[src/rtl/strmove_pkg.sv]
package strmove_pkg;

   typedef enum logic [1:0] {
      SM_IDLE  = 2'd0,
      SM_FETCH = 2'd1,
      SM_STORE = 2'd2,
      SM_FIN   = 2'd3
   } sm_state_t;

endpackage

[src/rtl/strmove_regs.sv]
module strmove_regs #(
   parameter int ADDR_W = 16,
   parameter int CNT_W  = 16
) (
   input  logic              clk,
   input  logic              rst_n,
   input  logic              load,
   input  logic              step,
   input  logic [ADDR_W-1:0] src_in,
   input  logic [ADDR_W-1:0] dst_in,
   input  logic [CNT_W-1:0]  cnt_in,
   output logic [ADDR_W-1:0] src_q,
   output logic [ADDR_W-1:0] dst_q,
   output logic [CNT_W-1:0]  cnt_q,
   output logic              last
);
   localparam logic [ADDR_W-1:0] PTR_INC = ADDR_W'(1);
   localparam logic [CNT_W-1:0]  CNT_DEC = CNT_W'(1);

   always_ff @(posedge clk or negedge rst_n) begin
      if (!rst_n) begin
         src_q <= '0;
         dst_q <= '0;
         cnt_q <= '0;
      end else if (load) begin
         src_q <= src_in;
         dst_q <= dst_in;
         cnt_q <= cnt_in;
      end else if (step) begin
         src_q <= src_q + PTR_INC;
         dst_q <= dst_q + PTR_INC;
         cnt_q <= cnt_q - CNT_DEC;
      end
   end

   assign last = (cnt_q == CNT_DEC);

endmodule

[src/rtl/strmove_buf.sv]
module strmove_buf #(
   parameter int DATA_W = 8
) (
   input  logic              clk,
   input  logic              rst_n,
   input  logic              cap,
   input  logic [DATA_W-1:0] din,
   output logic [DATA_W-1:0] dout
);
   always_ff @(posedge clk or negedge rst_n) begin
      if (!rst_n)   dout <= '0;
      else if (cap) dout <= din;
   end
endmodule

[src/rtl/strmove_fsm.sv]
module strmove_fsm
   import strmove_pkg::*;
(
   input  logic      clk,
   input  logic      rst_n,
   input  logic      start,
   input  logic      zero_in,
   input  logic      last,
   input  logic      rd_ready,
   input  logic      wr_ready,
   output sm_state_t state,
   output logic      load,
   output logic      cap,
   output logic      step
);
   sm_state_t nxt;

   always_comb begin
      nxt  = state;
      load = 1'b0;
      cap  = 1'b0;
      step = 1'b0;
      unique case (state)
         SM_IDLE: if (start) begin
            load = 1'b1;
            nxt  = zero_in ? SM_FIN : SM_FETCH;
         end
         SM_FETCH: if (rd_ready) begin
            cap = 1'b1;
            nxt = SM_STORE;
         end
         SM_STORE: if (wr_ready) begin
            step = 1'b1;
            nxt  = last ? SM_FIN : SM_FETCH;
         end
         SM_FIN: nxt = SM_IDLE;
         default: nxt = SM_IDLE;
      endcase
   end

   always_ff @(posedge clk or negedge rst_n) begin
      if (!rst_n) state <= SM_IDLE;
      else        state <= nxt;
   end

endmodule

[src/rtl/strmove_engine.sv]
module strmove_engine
   import strmove_pkg::*;
#(
   parameter int ADDR_W = 16,
   parameter int CNT_W  = 16,
   parameter int DATA_W = 8
) (
   input  logic              clk,
   input  logic              rst_n,
   input  logic              start,
   input  logic [ADDR_W-1:0] src_in,
   input  logic [ADDR_W-1:0] dst_in,
   input  logic [CNT_W-1:0]  cnt_in,
   output logic              rd_req,
   output logic [ADDR_W-1:0] rd_addr,
   input  logic              rd_ready,
   input  logic [DATA_W-1:0] rd_data,
   output logic              wr_req,
   output logic [ADDR_W-1:0] wr_addr,
   output logic [DATA_W-1:0] wr_data,
   input  logic              wr_ready,
   output logic [ADDR_W-1:0] src_out,
   output logic [ADDR_W-1:0] dst_out,
   output logic [CNT_W-1:0]  cnt_out,
   output logic              busy,
   output logic              done
);
   generate
      if (ADDR_W < 2 || ADDR_W > 64) begin : g_bad_addr_w
         $error("strmove_engine: ADDR_W out of range");
      end
      if (CNT_W < 1 || CNT_W > 64) begin : g_bad_cnt_w
         $error("strmove_engine: CNT_W out of range");
      end
      if (DATA_W != 8) begin : g_bad_data_w
         $error("strmove_engine: element width must be one byte");
      end
   endgenerate

   sm_state_t state;
   logic      load, cap, step, last;
   logic      zero_in;

   assign zero_in = (cnt_in == '0);

   strmove_fsm u_fsm (
      .clk      (clk),
      .rst_n    (rst_n),
      .start    (start),
      .zero_in  (zero_in),
      .last     (last),
      .rd_ready (rd_ready),
      .wr_ready (wr_ready),
      .state    (state),
      .load     (load),
      .cap      (cap),
      .step     (step)
   );

   strmove_regs #(.ADDR_W(ADDR_W), .CNT_W(CNT_W)) u_regs (
      .clk    (clk),
      .rst_n  (rst_n),
      .load   (load),
      .step   (step),
      .src_in (src_in),
      .dst_in (dst_in),
      .cnt_in (cnt_in),
      .src_q  (src_out),
      .dst_q  (dst_out),
      .cnt_q  (cnt_out),
      .last   (last)
   );

   strmove_buf #(.DATA_W(DATA_W)) u_buf (
      .clk   (clk),
      .rst_n (rst_n),
      .cap   (cap),
      .din   (rd_data),
      .dout  (wr_data)
   );

   assign rd_req  = (state == SM_FETCH);
   assign wr_req  = (state == SM_STORE);
   assign rd_addr = src_out;
   assign wr_addr = dst_out;
   assign busy    = (state != SM_IDLE);
   assign done    = (state == SM_FIN);

endmodule

[config.mk]
export PLATFORM = sky130hd
export DESIGN_NAME = strmove_engine
export DESIGN_NICKNAME = d
export VERILOG_FILES = /design/src/rtl/strmove_pkg.sv /design/src/rtl/strmove_regs.sv /design/src/rtl/strmove_buf.sv /design/src/rtl/strmove_fsm.sv /design/src/rtl/strmove_engine.sv
export SDC_FILE = /design/constraint.sdc
export NUM_CORES = 1
export LEC_CHECK = 0
export ABC_AREA = 1
export BUFFER_PORTS_ARGS = -buffer_cell sky130_fd_sc_hd__buf_2
export CAP_MARGIN = 20
export CORE_MARGIN = 5
export CORE_UTILIZATION = 40
export DETAILED_ROUTE_END_ITERATION = 8
export PLACE_DENSITY = 0.7
export SLEW_MARGIN = 20
export SYNTH_ARGS = -nofsm -noshare
export SYNTH_HDL_FRONTEND = slang
export SYNTH_HIERARCHICAL = 1
export SYNTH_SLANG_ARGS = --single-unit
[constraint.sdc]
create_clock -name clk -period 2.8 [get_ports clk]
set_input_delay 0.56 -clock clk [delete_from_list [all_inputs] [get_ports clk]]
set_output_delay 0.56 -clock clk [all_outputs]
set_load 0.005 [all_outputs]
==> flow_metrics.py <==
metrics = {
    "worst_setup_path": {
        "critPathKind": "reg -> reg",
        "critPathLaunchType": "flip-flop",
        "end_kind": "flip-flop",
        "rrSetupSlack_ns": 0.73,
        "max_stage_delay_ns": 0.48,
        "reg2reg_depth": 12,
        "path_max_fanout": 30,
        "required_ns": 3.08,
        "cp_slowest_cell": "dfrtp_1",
        "cp_data_arrival_time_ns": 2.34,
        "r2r-end": "u_regs/src_q[9]$_DFFE_PN0P_",
        "crit_chain": "inv_2 -> nand2_2 -> nor2_1 -> buf_4 -> nand2_2 -> inv_2 -> nand2_1 -> o21ai_0 -> inv_1 -> nand2_1 -> nand2_1 -> nand2_1",
        "path_common_cell": "nand2_1",
        "r2r-start": "u_fsm/state[0]$_DFFE_PN0P_",
    },
    "floorplanning": {
        "core-area_mm2": 0.00977,
        "die_h_um": 110,
        "rows": 36,
        "die_x_um": 110,
        "initial_core_util_pct": 41.0,
        "io_pins": 153,
        "fp.dieArea_mm2": 0.0121,
    },
    "synthesis": {
        "synth_top_area_share_pct": 36.2,
        "synth_warnings": 6,
        "synth.largest_area_cell": "dfrtp_1",
        "async_flop_share_pct": 100,
        "ys_top_cells_by_area": "dfrtp_1, nand2_1, buf_4",
        "seq_area_frac_synth_pct": 36.2,
        "synth.net_count": 634,
        "ys.flop_type": "dfrtp_1",
        "ys_ff_latch": 58,
        "avgSynthCellArea_um2": 7.05,
        "yosysUniqueCellTypes": 33,
        "synth_edf_count": 0,
        "synthesis.area_mm2": 0.00401,
        "synthCells": 569,
    },
    "clock_tree": {
        "cts_setup_buffers": 0,
        "h-tree-depth": 3,
        "cts_resized": 0,
        "clkTransAtPathRegs_ns": 0.07,
        "cts.root.buffer_cell": "clkbuf_8",
        "cts_tree": "done",
        "insertion_delay_ns": 0.33,
        "clockBufferDepth": 2,
        "cts_sinks": 58,
        "cts_buffers": 9,
        "cts_hold_buf": 0,
    },
    "route": {
        "routed-wl-met3_um": 791,
        "wl_met2_um": 5500,
        "wl_met1_um": 4820,
        "firstDrtPassIters": 4,
        "drtAntennaViolNets": 0,
        "routed.top_layer": "met4",
        "wl_per_cell_um": 13.7,
        "drc_errors": 0,
        "vias": 4084,
        "drtIter0Drc": 172,
        "vias_per_cell": 4.94,
        "finalWirelength_um": 11300,
    },
    "timing": {
        "rsz0062_at_grt": "false",
        "finalSetupTns_ns": 0,
        "drv_slew": 0,
        "worst_pin_slew_ns": 0.772,
        "setup_viol": 0,
        "post-route-period-util_pct": 73.9,
        "period_minus_slack_ns": 2.07,
        "finalClockSkew_ns": 0.00778,
        "finalHoldViolations": 0,
        "clock.fmax_ghz": 0.483,
        "slew_headroom_pct": 48.5,
    },
    "run_status": {
        "status": "complete, no violations",
    },
    "finish": {
        "num-fill-cells": 1037,
        "layout.nets": 756,
        "mostFrequentLayoutCells": "nand2_1, buf_2, nor2_1, dfrtp_1, inv_1",
        "final_cell_area_mm2": 0.00483,
        "drive_gt1_share_pct": 28.7,
        "diodes": 0,
        "area_delta_synth_final_pct": 20.4,
        "final_common_cell": "nand2_1",
    },
    "pwr": {
        "p_per_area_mw_per_mm2": 1040,
        "vdd_drop_max_v": 0.000370,
        "power_w": 0.00501,
        "p_leak_nw": 2.55,
    },
    "global_route": {
        "grt_antenna_before_repair": 0,
        "grt_max_degree": 43,
        "grt_pass1_vias": 3880,
        "grtUsageTotal_pct": 18.7,
        "grt_pass1_wl_um": 17900,
        "grt-ovfl-total": 0,
    },
    "hold_path": {
        "holdCritPathClass": "in -> async",
    },
    "flow_run": {
        "max-cap-violations": 0,
    },
    "placement": {
        "place_congestion": 0.952,
        "port_buffers": 152,
        "dpl-instance-area_mm2": 0.00464,
        "post-dp-hpwl_um": 8640,
    },
}
-- cells by family after synthesis --
group                    after synthesis  synth area share, %
AO/OA/AOI/OAI                         63                 11.4
XOR/XNOR                              16                 3.49
adder cells (fa/ha/maj)                4                 1.25
buffers and inverters                105                 14.1
flip-flops                            58                 36.2
AND/OR/NAND/NOR                      323                 33.6
-- layer usage --
layer  vias to the layer above  track usage, %
met1                      1893            24.0
met2                       135            31.5
met5                         -               0
met3                        22            3.03
met4                         0            7.12
li1                       2034               -
-- power by group --
part / switching (W) / internal (W)
registers: 0.000575 / 0.00123
logic: 0.00138 / 0.00105
clock network: 0.000331 / 0.000447
total: 0.00228 / 0.00273
-- Yosys cell counts (8+ instances only) --
cell / instances
o21ai_1: 14
xnor2_1: 9
inv_1: 52
a22oi_1: 19
nand2_1: 189
nor2_1: 67
a22oi_2: 8
nand3_1: 38
nand4_1: 11
buf_4: 34
dfrtp_1: 58
-- state kept, by name (all words and copies together) (netlist names) --
name,flops
u_regs/dst_q,16
u_buf/dout,8
u_regs/cnt_q,16
u_fsm/state,2
u_regs/src_q,16
-- how the worst max path moves through the flow --
stage / startpoint / end / cells after the start
6_report: u_fsm/state[0]$_DFFE_PN0P_ / u_regs/src_q[9]$_DFFE_PN0P_ / 12
5_1_grt: u_fsm/state[0]$_DFFE_PN0P_ / u_regs/src_q[9]$_DFFE_PN0P_ / 12
4_1_cts: u_fsm/state[0]$_DFFE_PN0P_ / u_regs/src_q[9]$_DFFE_PN0P_ / 12
3_5_place_dp: start / u_regs/src_q[9]$_DFFE_PN0P_ / 12
3_3_place_gp: start / u_regs/src_q[9]$_DFFE_PN0P_ / 12
2_1_floorplan: u_fsm/state[0]$_DFFE_PN0P_ / u_regs/cnt_q[7]$_DFFE_PN0P_ / 9
-- critical path, delay by kind of cell, from the launching register on --
family,cells,cell delay (ns)
AO/OA/AOI/OAI,1,0.10
flip-flops,1,0.48
AND/OR/NAND/NOR,7,0.64
buffers and inverters,4,0.80
-- per-stage QoR --
step / hold WS, ns / std cells / utilization [%] / worst slack, ns
5_1_grt: 0.349 / 827 / 49.4 / 0.490
6_report: 0.295 / 827 / 49.4 / 0.732
4_1_cts: 0.308 / 827 / 49.4 / 0.718
3_3_place_gp: 0.452 / 813 / 47.5 / 0.645
2_1_floorplan: 0.264 / 569 / - / 1.21
3_5_place_dp: 0.456 / 813 / 47.5 / 0.606
-- cell type report --
type	count	area, um2	share of cell area [%]
clock buffer	11	151	3.13
multi-input combinational	406	2000	41.4
timing repair buffer	157	798	16.5
sequential	58	1450	30.1
clock inverter	3	40.0	0.829
inverter	59	224	4.64
tap	133	166	3.45
(Power assumes the default switching activity.)
